[src/rtl/sbuf_pkg.sv]
`timescale 1ns/1ps
package sbuf_pkg;
  localparam int DATA_W = 8;
  localparam int ADDR_W = 3;
  localparam int CFG_N  = 3;              // mode, rate, control at offsets 0..2
  localparam int CFG_IDX_W = $clog2(CFG_N);

  localparam logic [ADDR_W-1:0] OFF_MODE = 3'd0;
  localparam logic [ADDR_W-1:0] OFF_RATE = 3'd1;
  localparam logic [ADDR_W-1:0] OFF_CTRL = 3'd2;
  localparam logic [ADDR_W-1:0] OFF_TXD  = 3'd3;
  localparam logic [ADDR_W-1:0] OFF_STAT = 3'd4;
  localparam logic [ADDR_W-1:0] OFF_RXD  = 3'd5;

  // status bit positions (software decodes these)
  localparam int ST_TXE = 7;
  localparam int ST_RXF = 6;
  localparam int ST_OVR = 5;
  localparam int ST_END = 2;
  localparam int ST_SW  = 0;

  // control bit positions
  localparam int CT_TXEN = 5;
  localparam int CT_RXEN = 4;

  localparam logic [DATA_W-1:0] STAT_RESET = 8'h84;
  localparam logic [DATA_W-1:0] RULE_MASK  = 8'hF8;  // bits under clear rule
  localparam logic [DATA_W-1:0] TX_FORCE   = 8'h84;  // forced when tx off

  typedef struct packed {
    logic [CFG_N-1:0]  wrCfg;
    logic              wrTxd;
    logic              wrStat;
    logic              rdStat;
    logic              rdRxd;
    logic              rdEn;
    logic [ADDR_W-1:0] rdSel;
  } busStrobe_t;
endpackage

[src/rtl/sbuf_bus_decode.sv]
`timescale 1ns/1ps
module sbuf_bus_decode
  import sbuf_pkg::*;
(
  input  logic [ADDR_W-1:0] busAddr,
  input  logic              busWrEn,
  input  logic              busRdEn,
  output busStrobe_t        strobe
);
  logic [CFG_N-1:0] wrCfgVec;

  // one write strobe per configuration register
  for (genvar g = 0; g < CFG_N; g++) begin : gCfgDec
    assign wrCfgVec[g] = busWrEn && (busAddr == ADDR_W'(g));
  end

  always_comb begin
    strobe.wrCfg  = wrCfgVec;
    strobe.wrTxd  = busWrEn && (busAddr == OFF_TXD);
    strobe.wrStat = busWrEn && (busAddr == OFF_STAT);
    strobe.rdStat = busRdEn && (busAddr == OFF_STAT);
    strobe.rdRxd  = busRdEn && (busAddr == OFF_RXD);
    strobe.rdEn   = busRdEn;
    strobe.rdSel  = busAddr;
  end
endmodule

[src/rtl/sbuf_status_unit.sv]
`timescale 1ns/1ps
module sbuf_status_unit
  import sbuf_pkg::*;
(
  input  logic              clk,
  input  logic              rstN,
  input  busStrobe_t        strobe,
  input  logic [DATA_W-1:0] wrData,
  input  logic              txEn,
  input  logic              rxEn,
  input  logic              shifterReady,
  input  logic              rxValid,
  output logic [DATA_W-1:0] status,
  output logic              sendNow,
  output logic              rxStore
);
  logic [DATA_W-1:0] statQ, statD;
  logic [DATA_W-1:0] seenQ, seenD;
  logic [DATA_W-1:0] effWr;
  logic [DATA_W-1:0] ruled;
  logic              rxFullEff;
  logic              rxOver;

  always_comb begin
    // transmitter off: transmit-empty and transmit-end read as written one
    effWr = txEn ? wrData : (wrData | TX_FORCE);
    ruled = ((statQ & ~seenQ) | (statQ & seenQ & effWr)) & RULE_MASK;

    sendNow   = !statQ[ST_TXE] && shifterReady;
    rxFullEff = statQ[ST_RXF] && !strobe.rdRxd;
    rxStore   = rxValid && rxEn && !rxFullEff;
    rxOver    = rxValid && rxEn && rxFullEff;

    statD = statQ;
    if (strobe.wrStat) begin
      statD          = ruled;
      statD[ST_END]  = txEn ? statQ[ST_END] : 1'b1;
      statD[ST_SW]   = effWr[ST_SW];
    end
    if (strobe.wrTxd)  statD[ST_END] = 1'b0;
    if (strobe.rdRxd)  statD[ST_RXF] = 1'b0;
    if (!statD[ST_TXE]) statD[ST_END] = 1'b0;

    // hardware set events take precedence over software clears
    if (sendNow) begin
      statD[ST_TXE] = 1'b1;
      statD[ST_END] = 1'b1;
    end
    if (rxStore) statD[ST_RXF] = 1'b1;
    if (rxOver)  statD[ST_OVR] = 1'b1;
    if (strobe.wrCfg[OFF_CTRL] && !wrData[CT_RXEN]) statD[ST_TXE] = 1'b1;

    seenD = seenQ;
    if (strobe.wrStat) seenD = seenD & effWr;
    if (strobe.rdStat) seenD = seenD | statQ;
  end

  always_ff @(posedge clk) begin
    if (!rstN) begin
      statQ <= STAT_RESET;
      seenQ <= '0;
    end else begin
      statQ <= statD;
      seenQ <= seenD;
    end
  end

  assign status = statQ;

  a_r7_end_needs_empty: assert property (@(posedge clk) disable iff (!rstN)
    statQ[ST_END] |-> statQ[ST_TXE]);

  a_r8_send_restores_flags: assert property (@(posedge clk) disable iff (!rstN)
    (!statQ[ST_TXE] && shifterReady) |=> (statQ[ST_TXE] && statQ[ST_END]));

  a_r9_overrun_on_full: assert property (@(posedge clk) disable iff (!rstN)
    (rxValid && rxEn && statQ[ST_RXF] && !strobe.rdRxd) |=> statQ[ST_OVR]);

  a_r10_read_clears_full: assert property (@(posedge clk) disable iff (!rstN)
    (strobe.rdRxd && !(rxValid && rxEn)) |=> !statQ[ST_RXF]);

  a_r11_rx_off_sets_empty: assert property (@(posedge clk) disable iff (!rstN)
    (strobe.wrCfg[OFF_CTRL] && !wrData[CT_RXEN]) |=> statQ[ST_TXE]);
endmodule

[src/rtl/sbuf_datapath.sv]
`timescale 1ns/1ps
module sbuf_datapath
  import sbuf_pkg::*;
(
  input  logic              clk,
  input  logic              rstN,
  input  busStrobe_t        strobe,
  input  logic [DATA_W-1:0] wrData,
  input  logic [DATA_W-1:0] status,
  input  logic              sendNow,
  input  logic              rxStore,
  input  logic [DATA_W-1:0] rxByte,
  output logic              txEn,
  output logic              rxEn,
  output logic [DATA_W-1:0] busRdData,
  output logic              txValid,
  output logic [DATA_W-1:0] txByte
);
  logic [DATA_W-1:0] cfgQ [CFG_N];
  logic [DATA_W-1:0] txdQ, rxdQ, rdQ, rdMux;
  logic              txValidQ;
  logic [DATA_W-1:0] txByteQ;

  for (genvar g = 0; g < CFG_N; g++) begin : gCfgReg
    always_ff @(posedge clk) begin
      if (!rstN)                cfgQ[g] <= '0;
      else if (strobe.wrCfg[g]) cfgQ[g] <= wrData;
    end
  end

  always_ff @(posedge clk) begin
    if (!rstN) begin
      txdQ     <= '0;
      rxdQ     <= '0;
      rdQ      <= '0;
      txValidQ <= 1'b0;
      txByteQ  <= '0;
    end else begin
      if (strobe.wrTxd) txdQ <= wrData;
      if (rxStore)      rxdQ <= rxByte;
      if (strobe.rdEn)  rdQ  <= rdMux;
      txValidQ <= sendNow;
      if (sendNow)      txByteQ <= txdQ;
    end
  end

  always_comb begin
    rdMux = '0;
    case (strobe.rdSel)
      OFF_TXD:  rdMux = txdQ;
      OFF_STAT: rdMux = status;
      OFF_RXD:  rdMux = rxdQ;
      default: begin
        if (strobe.rdSel < ADDR_W'(CFG_N))
          rdMux = cfgQ[strobe.rdSel[CFG_IDX_W-1:0]];
      end
    endcase
  end

  assign txEn      = cfgQ[OFF_CTRL][CT_TXEN];
  assign rxEn      = cfgQ[OFF_CTRL][CT_RXEN];
  assign busRdData = rdQ;
  assign txValid   = txValidQ;
  assign txByte    = txByteQ;

  a_r8_single_pulse: assert property (@(posedge clk) disable iff (!rstN)
    txValidQ |=> !txValidQ);

  a_r9_store_captures: assert property (@(posedge clk) disable iff (!rstN)
    rxStore |=> (rxdQ == $past(rxByte)));
endmodule

[src/rtl/sbuf_serial_ctl.sv]
`timescale 1ns/1ps
module sbuf_serial_ctl
  import sbuf_pkg::*;
(
  input  logic              clk,
  input  logic              rstN,
  input  logic [ADDR_W-1:0] busAddr,
  input  logic              busWrEn,
  input  logic [DATA_W-1:0] busWrData,
  input  logic              busRdEn,
  output logic [DATA_W-1:0] busRdData,
  input  logic              shifterReady,
  output logic              txValid,
  output logic [DATA_W-1:0] txByte,
  input  logic              rxValid,
  input  logic [DATA_W-1:0] rxByte
);
  busStrobe_t        strobe;
  logic [DATA_W-1:0] status;
  logic              sendNow, rxStore, txEn, rxEn;

  sbuf_bus_decode u_decode (
    .busAddr (busAddr),
    .busWrEn (busWrEn),
    .busRdEn (busRdEn),
    .strobe  (strobe)
  );

  sbuf_status_unit u_status (
    .clk          (clk),
    .rstN         (rstN),
    .strobe       (strobe),
    .wrData       (busWrData),
    .txEn         (txEn),
    .rxEn         (rxEn),
    .shifterReady (shifterReady),
    .rxValid      (rxValid),
    .status       (status),
    .sendNow      (sendNow),
    .rxStore      (rxStore)
  );

  sbuf_datapath u_data (
    .clk       (clk),
    .rstN      (rstN),
    .strobe    (strobe),
    .wrData    (busWrData),
    .status    (status),
    .sendNow   (sendNow),
    .rxStore   (rxStore),
    .rxByte    (rxByte),
    .txEn      (txEn),
    .rxEn      (rxEn),
    .busRdData (busRdData),
    .txValid   (txValid),
    .txByte    (txByte)
  );
endmodule

[config.mk]
export PLATFORM = sky130hd
export DESIGN_NAME = sbuf_serial_ctl
export DESIGN_NICKNAME = d
export VERILOG_FILES = /design/src/rtl/sbuf_pkg.sv /design/src/rtl/sbuf_bus_decode.sv /design/src/rtl/sbuf_status_unit.sv /design/src/rtl/sbuf_datapath.sv /design/src/rtl/sbuf_serial_ctl.sv
export SDC_FILE = /design/constraint.sdc
export NUM_CORES = 1
export LEC_CHECK = 0
export BUFFER_PORTS_ARGS = -buffer_cell sky130_fd_sc_hd__buf_2
export CAP_MARGIN = 20
export CORE_AREA = 2 2 85 87
export CTS_BUF_LIST = sky130_fd_sc_hd__clkbuf_4 sky130_fd_sc_hd__clkbuf_8 sky130_fd_sc_hd__clkbuf_16
export DETAILED_ROUTE_END_ITERATION = 7
export DIE_AREA = 0 0 87 89
export REMOVE_ABC_BUFFERS = 1
export SLEW_MARGIN = 20
export SYNTH_ARGS = -nofsm -noshare
export SYNTH_HDL_FRONTEND = slang
export SYNTH_SLANG_ARGS = --single-unit
[constraint.sdc]
create_clock -name clk -period 2.5 [get_ports clk]
set_input_delay 0.5 -clock clk [delete_from_list [all_inputs] [get_ports clk]]
set_output_delay 0.5 -clock clk [all_outputs]
set_load 0.05 [all_outputs]
==> results of run 1 <==
==> worst max-delay path, cell delays in order <==
cell	delay [ns]
buf_2	0.41
nand4bb_1	0.26
buf_4	0.20
o21ba_2	0.17
nand4b_1	0.19
o311ai_2	0.11
==> synthesized netlist by cell type (all sizes together) <==
| library cell | number |
|---|---|
| a21boi | 13 |
| a21oi | 17 |
| a22o | 8 |
| a22oi | 1 |
| a31oi | 7 |
| and2 | 25 |
| and3 | 1 |
| buf | 10 |
| clkbuf | 10 |
| dfxtp | 45 |
| edfxtp | 24 |
| inv | 5 |
| mux2 | 6 |
| mux2i | 9 |
| nand2 | 33 |
| nand2b | 11 |
| nand3 | 9 |
| nand3b | 1 |
| nand4b | 2 |
| nand4bb | 2 |
| nor2 | 13 |
| nor2b | 4 |
| nor3 | 1 |
| nor3b | 2 |
| o21a | 2 |
| o21ai | 30 |
| o21ba | 1 |
| o221a | 1 |
| o22ai | 1 |
| o2bb2a | 1 |
| o2bb2ai | 1 |
| o311ai | 4 |
| o31ai | 1 |
| or2 | 1 |
| or3 | 1 |
==> where the power goes <==
| group | leakage, uW | switching (uW) | internal (uW) | total, uW |
|---|---|---|---|---|
| registers | 0.000598 | 21.7 | 1210 | 1230 |
| clock network | 0.0000935 | 384 | 412 | 796 |
| logic | 0.000672 | 146 | 84.9 | 230 |
==> worst max path at each step <==
stage | start | endpoint | slack (ns) | depth (start not counted)
after detailed placement | busAddr[0] | u_status.status[2] | 0.56 | 6
after floorplan | busAddr[2] | u_data.cfgQ[0][0] | 0.77 | 2
after global placement | busAddr[0] | u_status.status[2] | 0.60 | 5
final | busAddr[0] | u_status.status[2] | 0.90 | 6
after CTS | busAddr[0] | u_status.status[2] | 0.91 | 5
after global routing | busAddr[0] | u_status.status[2] | 0.80 | 6
==> flip-flops by register name, summed over array words and instances, names as in the netlist <==
name              count
u_data.cfgQ          24
u_data.busRdData      8
u_data.rxdQ           8
u_data.txByte         8
u_data.txdQ           8
u_status.status       7
u_status.seenQ        5
u_data.txValid        1
==> logic make-up after synthesis <==
| logic type | after synthesis | synth area share [%] |
|---|---|---|
| multiplexers | 15 | 5.21 |
| buffers and inverters | 25 | 3.48 |
| AND/OR/NAND/NOR | 106 | 18.7 |
| AO/OA/AOI/OAI | 88 | 18.9 |
| flip-flops | 69 | 53.6 |
==> through the flow <==
step	cells	hold slack, ns
floorplan	283	0.396
global placement	416	0.403
detailed placement	416	0.408
CTS	431	0.371
global route	431	0.371
finish	431	0.375
==> area by class of cell <==
type | count | area, sq um | area share [%]
sequential | 69 | 1620 | 46.3
multi-input combinational | 209 | 1300 | 37.0
timing repair buffer | 53 | 295 | 8.43
clock buffer | 13 | 160 | 4.57
tap | 80 | 100 | 2.86
inverter | 5 | 18.8 | 0.536
clock inverter | 2 | 10.0 | 0.286
==> metal layers <==
layer / routed length, microns / up-vias / global-route usage [%]
met3: 334 / 8 / 6.37
li1: - / 1164 / -
met2: 3360 / 53 / 33.4
met4: 104 / 0 / 6.11
met1: 3240 / 1101 / 24.5
met5: 0 / - / 0
==> results by group, run 1 <==
CTS
  – CTS hold repair buffers: 0
  – CTS buffer count: 9
  – CTS tree: yes
  – Clock root buffer: clkbuf_8
  – Max clock buf depth: 2
  – Clock transition at path regs: 0.07 ns
  – Clock latency on the worst-skew pair: 0.34 ns
  – H-tree depth: 3
  – Clock sink count: 69
  – Post-CTS Resized: 0
  – Post-CTS setup buffer count: 0

Yosys
  – YS warnings: 0
  – Synth Area per Inst: 9.98 sq um
  – Synthesized area: 3020 sq um
  – Sequential fraction of the synthesis area: 53.6%
  – Synth area leaders: dfxtp_1 (30%), edfxtp_1 (24%), and2_1 (5.0%)
  – Syn Inst Count: 303
  – Share of the synthesized area in the top cell type: 29.8%
  – Yosys cell types: 43
  – Yosys reg bits: 69
  – Synth area leader: dfxtp_1

Pwr
  – Pleak: 0.00136 uW
  – Overall power: 2260 uW
  – Worst VDD drop: 0.000282 V
  – Power per cell area: 644 nW/um^2

Drt
  – Via density: 5.40
  – ANT nets after route: 0
  – DRC Markers: 0
  – DR WL/cell: 16.3 microns
  – Routed WL: 7040 microns
  – Initial DRC count: 85
  – Via count: 2326
  – Drt first pass iters: 4

Hold path
  – Hold EP: u_data.rxdQ[0]
  – Hold_sp: rxByte[0]
  – HP Class: input pin to flip-flop
  – Hold path depth: 3

GRT
  – Largest net degree at the start of global routing: 38
  – Initial antenna violation count: 0
  – Vias in the first global route: 2255
  – Total track usage: 19.9%
  – First-pass GRT wire length: 11400 microns
  – Total congestion overflow: 0

Placement
  – Port-buffer cells: 41
  – Detailed placement HPWL: 5030 microns
  – Placer Congestion: 0.865
  – Placed cell area: 3330 sq um
  – Pre-CTS setup slack: 0.561 ns

Critical path
  – Critical path arrival: 1.85 ns
  – CP max FO: 27
  – CP Capture Type: flip-flop
  – Worst Path Required: 2.75 ns
  – Worst reg2reg path depth: 3
  – Worst R2R End: u_status.status[2]
  – Worst setup SP type: input pin
  – R2R Path Start: u_status.status[7]
  – R2R Setup Slk: 1.20 ns
  – Setup CP Type: input pin to flip-flop

Timing
  – Period utilization: 64.2%
  – Normalized max-slew margin: 61.9%
  – # setup viols final: 0
  – Fmax: 623 MHz
  – Final Max Tran Viols: 0
  – Fin worst setup slack: 0.895 ns
  – Setup Skew: 0.00287 ns
  – Fin Setup TNS: 0 ns
  – Tmin final: 1.60 ns
  – Worst-margin pin slew: 0.570 ns
  – Final hold viol count: 0
  – Unrepaired setup endpoints after global routing: false

Floorplan
  – Chip width: 87 microns
  – Initial Util: 45.0%
  – Top-Level Pins: 42
  – Full die area: 7740 sq um
  – Site Rows: 30
  – Die extent in y: 89 microns
  – Total core area: 6720 sq um

Status
  – Outcome: complete, no violations

Final layout
  – Fillers: 644
  – Commonest non-fill, non-tap cell in the layout: dfxtp_1
  – Layout area overhead: 15.8%
  – Layout cell share with drive strength beyond 1: 23.1%
  – Finished Core Util: 52.1%
  – Post-route cell area: 3500 sq um
  – Commonest non-fill, non-tap cells in the layout: dfxtp_1 (45), buf_2 (41), nand2_1 (33)
  – Nets@finish: 372
  – Diodes inserted: 0

Flow run
  – Max Cap Viol: 0
Power figures use the tool's default switching activity.
==> inputs of run 2 (changes only) <==
==> constraint.sdc (replaced) <==
create_clock -name clk -period 1.5 [get_ports clk]
set_input_delay 0.3 -clock clk [delete_from_list [all_inputs] [get_ports clk]]
set_output_delay 0.3 -clock clk [all_outputs]
set_load 0.05 [all_outputs]
==> run 2 against run 1 <==
  * Hold slack worse by 0.20 ns
  * Wire length up 8.9%
  * Sequential power rose by 67%
  * Final cell count grew 5.8%
  * Largest cell class unchanged
  * Critical path type is now flip-flop to flip-flop
  * Register-to-register slack worse by 1.0 ns
==> results by group, run 2 (synthesized netlist as in run 1, its figures left out) <==
Timing
  – Final hold viol count: 0 (unchanged)
  – Worst-margin pin slew: 0.553 ns (-0.0165 ns)
  – Final Max Tran Viols: 0 (unchanged)
  – # setup viols final: 0 (unchanged)
  – Fin Setup TNS: 0 ns (unchanged)
  – Fin worst setup slack: 0.191 ns (-0.704 ns)
  – Unrepaired setup endpoints after global routing: false
  – Period utilization: 87.3%
  – Tmin final: 1.31 ns
  – Setup Skew: 0.0124 ns (+0.00954 ns)
  – Fmax: 764 MHz
  – Normalized max-slew margin: 62.9% (+1.0 points)
  – Worst hold margin: 0.172 ns (-0.203 ns)

Drt
  – Drt first pass iters: 4 (unchanged)
  – Via count: 2439 (+4.9%)
  – Initial DRC count: 139 (+64%)
  – DR WL/cell: 16.8 microns (+2.9%)
  – Routed WL: 7670 microns (+8.9%)
  – DRC Markers: 0 (unchanged)
  – ANT nets after route: 0 (unchanged)
  – Via density: 5.35 (-0.89%)

Final layout
  – Most flop-heavy register: u_data.cfgQ
  – Diodes inserted: 0 (unchanged)
  – Layout cell share with drive strength beyond 1: 28.2% (+5.1 points)
  – Layout area overhead: 24.2%
  – Commonest non-fill, non-tap cell in the layout: dfxtp_1
  – Largest register FFs: 24 (unchanged)
  – Nets@finish: 396 (+6.5%)
  – Commonest non-fill, non-tap cells in the layout: dfxtp_1 (45), buf_2 (41), buf_4 (36)
  – Layout Cells excl Fill: 456 (+5.8%)
  – Post-route cell area: 3750 sq um (+7.2%)

GRT
  – First-pass GRT wire length: 12200 microns (+6.3%)
  – Vias in the first global route: 2355 (+4.4%)
  – Largest net degree at the start of global routing: 23 (-39%)
  – Total track usage: 21.4% (+1.5 points)
  – Total congestion overflow: 0 (unchanged)
  – Initial antenna violation count: 0 (unchanged)

CTS
  – Max clock buf depth: 2 (unchanged)
  – Post-CTS setup buffer count: 0 (unchanged)
  – Clock latency on the worst-skew pair: 0.35 ns (about the same)
  – H-tree depth: 3 (unchanged)
  – Post-CTS Resized: 0 (unchanged)
  – Clock transition at path regs: 0.08 ns (about the same)
  – Clock sink count: 69 (unchanged)
  – CTS buffer count: 9 (unchanged)
  – Clock root buffer: clkbuf_8
  – CTS tree: yes
  – CTS hold repair buffers: 0 (unchanged)

Hold path
  – HP Class: input pin to flip-flop
  – Hold_sp: rxByte[4]
  – Hold path depth: 3 (unchanged)
  – Hold EP: u_data.rxdQ[4]

Floorplan
  – Top-Level Pins: 42 (unchanged)
  – Site Rows: 30 (unchanged)
  – Full die area: 7740 sq um (unchanged)
  – Total core area: 6720 sq um (unchanged)
  – Chip width: 87 microns (unchanged)
  – Initial Util: 45.0% (unchanged)
  – Die extent in y: 89 microns (unchanged)

Critical path
  – Setup CP Type: flip-flop to flip-flop
  – Worst setup SP type: flip-flop
  – Worst R2R End: u_status.status[7]
  – Critical path arrival: 1.52 ns (-0.33 ns)
  – Worst reg2reg path depth: 4 (+1)
  – CP max FO: 3 (-89%)
  – Worst Path Required: 1.71 ns (-1.04 ns)
  – R2R Setup Slk: 0.19 ns (-1.01 ns)
  – CP Capture Type: flip-flop
  – R2R Path Start: u_data.cfgQ[2][5]

Pwr
  – Worst VDD drop: 0.000530 V (+88%)
  – Power per cell area: 1150 nW/um^2 (+79%)
  – Pleak: 0.00151 uW (+11%)

Placement
  – Detailed placement HPWL: 5690 microns (+13%)
  – Placed cell count: 440 (+5.8%)
  – Placer Congestion: 0.851 (-1.6%)
  – Pre-CTS setup slack: -0.0541 ns (-0.615 ns)
  – Placed cell area: 3510 sq um (+5.4%)
  – Port-buffer cells: 41 (unchanged)

Flow run
  – Max Cap Viol: 0 (unchanged)

Status
  – Outcome: complete, no violations
run 2: report_power, final:
part / total [uW] / switching (uW) / leakage [uW] / internal (uW)
logic: 431 / 257 / 0.000789 / 174
clock network: 1850 / 724 / 0.000124 / 1120
registers: 2050 / 37.6 / 0.000598 / 2010
total: 4330 / 1020 / 0.00151 / 3310
run 2: worst max path at each step:
stage                              from            endpoint  slack (ns)  cells past startpoint
global placement             busAddr[0]   u_data.cfgQ[0][1]       -0.06                      4
global route         u_status.status[7]  u_status.status[2]        0.12                      3
detailed placement           busAddr[0]   u_data.cfgQ[0][2]       -0.05                      4
finish                u_data.cfgQ[2][5]  u_status.status[7]        0.19                      4
floorplan                    busAddr[2]   u_data.cfgQ[0][0]       -0.03                      2
CTS                 u_data.busRdData[4]        busRdData[4]        0.20                      1
run 2: stage by stage:
stage          power [uW]  util (%)
4_1_cts              4360      55.9
3_3_place_gp         2520      52.3
3_5_place_dp         2520      52.3
6_report             4330      55.9
5_1_grt              4480      55.9
2_1_floorplan        2290         -
run 2: final cells by class:
| type | instances | area, sq um |
|---|---|---|
| well taps | 80 | 100 |
| flip-flops and latches | 69 | 1620 |
| fillers | 611 | 2960 |
| clock inverters | 6 | 110 |
| multi-input cells | 209 | 1300 |
| inverters | 5 | 18.8 |
| repair buffers | 77 | 475 |
| clock buffers | 10 | 131 |
run 2: metal layers:
metal | wire (microns) | track usage, % | up-vias | share of wire [%]
met3 | 496 | 6.65 | 11 | 6.5
met2 | 3550 | 34.1 | 72 | 46
li1 | - | - | 1219 | -
met1 | 3500 | 28.3 | 1137 | 46
met5 | 0 | 0 | - | 0
met4 | 123 | 5.82 | 0 | 1.6
run 2: critical path, stage by stage (launching register included):
cell,delay [ns]
edfxtp_1,0.42
inv_1,0.07
or3_1,0.37
o21ai_0,0.19
o311ai_1,0.12
==> inputs of run 3 (changes only) <==
--- a/config.mk
+++ b/config.mk
@@ -7,12 +7,13 @@
 export LEC_CHECK = 0
 export BUFFER_PORTS_ARGS = -buffer_cell sky130_fd_sc_hd__buf_2
 export CAP_MARGIN = 20
-export CORE_AREA = 2 2 85 87
+export CORE_AREA = 5 5 88 90
 export CTS_BUF_LIST = sky130_fd_sc_hd__clkbuf_4 sky130_fd_sc_hd__clkbuf_8 sky130_fd_sc_hd__clkbuf_16
 export DETAILED_ROUTE_END_ITERATION = 7
-export DIE_AREA = 0 0 87 89
+export DIE_AREA = 0 0 93 95
+export PLACE_DENSITY = 0.67
 export REMOVE_ABC_BUFFERS = 1
-export SLEW_MARGIN = 20
+export SLEW_MARGIN = 5
 export SYNTH_ARGS = -nofsm -noshare
 export SYNTH_HDL_FRONTEND = slang
 export SYNTH_SLANG_ARGS = --single-unit
==> run 3 against run 2 <==
  * Utilization fell by 3.2 points
  * Highest routed layer unchanged
  * Final cell count fell by 1.1%
  * Critical endpoint is now txByte[3]
  * Sequential power barely moved
  * Wire length fell by 5.0%
  * Sequential cell count did not move
  * Clock-buffer cell count rose by 5
  * Non-clock buffer count fell by 7
  * Largest power group unchanged
  * Critical path type is now flip-flop to output port
==> results by group, run 3 (synthesized netlist as in run 1, its figures left out) <==
Status
  – Outcome: complete, no violations

Critical path
  – Slowest-stage cell, CP: dfxtp_1
  – CP max FO: 2 (-1)
  – Critical path cell sequence: buf_2
  – Worst R2R End: u_status.status[7]
  – R2R Setup Slk: 0.24 ns (+0.05 ns)
  – CP Capture Type: output port
  – Setup CP Type: flip-flop to output port
  – Worst Path Required: 1.20 ns (-0.51 ns)
  – Critical Path Source: u_data.txByte[3]
  – Top delay family on crit path: flip-flops
  – Worst setup SP type: flip-flop
  – Max stage delay on crit path: 0.36 ns (-0.06 ns)
  – Critical path arrival: 0.97 ns (-0.55 ns)
  – WP buf/inv: 1 (unchanged)
  – R2R Path Start: u_data.cfgQ[2][5]
  – Worst reg2reg path depth: 4 (unchanged)

Placement
  – Port-buffer cells: 41 (unchanged)
  – Pre-CTS setup slack: -0.00507 ns (+0.0490 ns)
  – Detailed placement HPWL: 5460 microns (-4.0%)
  – Placer Congestion: 0.888 (+4.3%)
  – Placed cell count: 435 (-1.1%)

Pwr
  – Register share of total power: 52.6% (+5.2 points)
  – Pleak: 0.00147 uW (-3.0%)
  – Worst VDD drop: 0.000560 V (+5.7%)
  – Power per cell area: 1060 nW/um^2 (-8.0%)
  – Overall power: 3900 uW (-9.9%)
  – Switch share: 23.7% (+0.18 points)
  – Psw: 925 uW (-9.1%)
  – Cell internal pwr: 2980 uW (-10%)
  – Clock power frac: 36.6% (-6.1 points)
  – Logic pwr share: 10.8% (+0.8 points)

CTS
  – CTS hold repair buffers: 0 (unchanged)
  – Clock sink count: 69 (unchanged)
  – Post-CTS Resized: 0 (unchanged)
  – Max clock buf depth: 2 (unchanged)
  – Clock latency on the worst-skew pair: 0.34 ns (about the same)
  – CTS tree: yes
  – Clock root buffer: clkbuf_8
  – Clock transition at path regs: 0.07 ns (about the same)
  – H-tree depth: 3 (unchanged)
  – Post-CTS setup buffer count: 0 (unchanged)
  – CTS buffer count: 9 (unchanged)

Timing
  – Final hold viol count: 0 (unchanged)
  – Worst hold margin: 0.177 ns (+0.00502 ns)
  – Final Max Tran Viols: 0 (unchanged)
  – Normalized max-slew margin: 73.9% (+11 points)
  – Fmax: 785 MHz (+2.8%)
  – Tmin final: 1.27 ns (-0.0361 ns)
  – Worst-margin pin slew: 0.389 ns (-0.164 ns)
  – Setup Skew: 0.00524 ns (-0.00718 ns)
  – Fin worst setup slack: 0.227 ns (+0.0361 ns)
  – Unrepaired setup endpoints after global routing: false
  – Period utilization: 84.9% (-2.4 points)
  – # setup viols final: 0 (unchanged)

Final layout
  – Most flop-heavy register: u_data.cfgQ
  – Layout Cells excl Fill: 451 (-1.1%)
  – Commonest non-fill, non-tap cell in the layout: dfxtp_1
  – Commonest non-fill, non-tap cells in the layout: dfxtp_1 (45), buf_2 (41), nand2_1 (33)
  – Layout cell share with drive strength beyond 1: 26.8% (-1.4 points)
  – Fillers: 635 (+3.9%)
  – Largest register FFs: 24 (unchanged)
  – Layout area overhead: 21.7%
  – Diodes inserted: 0 (unchanged)
  – Nets@finish: 389 (-1.8%)

Drt
  – DR WL met3: 400 microns (-19%)
  – DR WL/cell: 16.2 microns (-3.9%)
  – Via count: 2391 (-2.0%)
  – Initial DRC count: 107 (-23%)
  – DRC Markers: 0 (unchanged)
  – Highest metal used: met4
  – Drt first pass iters: 4 (unchanged)
  – ANT nets after route: 0 (unchanged)
  – Via density: 5.30 (-0.88%)
  – Met1 wire length: 3240 microns (-7.3%)
  – DR WL met2: 3490 microns (-1.6%)
  – Routed WL: 7280 microns (-5.0%)

Hold path
  – Hold_sp: rxByte[5]
  – HP Class: input pin to flip-flop
  – Hold path depth: 3 (unchanged)
  – Hold EP: u_data.rxdQ[5]

GRT
  – Vias in the first global route: 2326 (-1.2%)
  – Total track usage: 17.8% (-3.6 points)
  – Largest net degree at the start of global routing: 26 (+13%)
  – First-pass GRT wire length: 12000 microns (-1.7%)
  – Initial antenna violation count: 0 (unchanged)
  – Total congestion overflow: 0 (unchanged)

Floorplan
  – Initial Util: 43.3% (-1.7 points)
  – Site Rows: 31 (+3.3%)
  – Full die area: 8840 sq um (+14%)
  – Chip width: 93 microns (+6.9%)
  – Die extent in y: 95 microns (+6.7%)
  – Top-Level Pins: 42 (unchanged)
  – Total core area: 6980 sq um (+3.9%)

Flow run
  – Max Cap Viol: 0 (unchanged)
## run 3: area by class of cell
class | instances | area [sq um] | share of cell area, %
Clock buffer | 15 | 188 | 5.10
Clock inverter | 1 | 5.00 | 0.136
Inverter | 5 | 18.8 | 0.510
Multi-Input combinational cell | 209 | 1300 | 35.2
Sequential cell | 69 | 1620 | 44.1
Tap cell | 82 | 103 | 2.79
Timing Repair Buffer | 70 | 448 | 12.2
## run 3: how the worst max path moves through the flow
| stage | endpoint | slack [ns] | cells after the start |
|---|---|---|---|
| after floorplan | u_data.cfgQ[0][0] | -0.03 | 2 |
| after global placement | u_status.seenQ[7] | 0.002 | 6 |
| after detailed placement | u_status.seenQ[7] | -0.005 | 6 |
| after CTS | txByte[3] | 0.21 | 1 |
| after global routing | u_status.status[7] | 0.16 | 4 |
| final | txByte[3] | 0.23 | 1 |
## run 3: power by group through the flow
stage	clock [uW]	sequential [uW]	combinational, uW
after floorplan	0	2130	155
after global placement	0	2090	419
after detailed placement	0	2090	424
after CTS	1470	2050	427
after global routing	1550	2060	462
final	1430	2050	423
## run 3: metal layers
metal | up-vias | track usage [%]
li1 | 1202 | -
met5 | - | 0
met3 | 12 | 4.46
met2 | 57 | 29.5
met1 | 1120 | 22.5
met4 | 0 | 6.59
## run 3: metrics by stage
stage / cell area [sq um] / utilization [%] / TNS (ns)
2_1_floorplan: 2940 / - / -0.225
3_3_place_gp: 3490 / 50.0 / 0
3_5_place_dp: 3490 / 50.0 / -0.00507
4_1_cts: 3680 / 52.7 / 0
5_1_grt: 3680 / 52.7 / 0
6_report: 3680 / 52.7 / 0
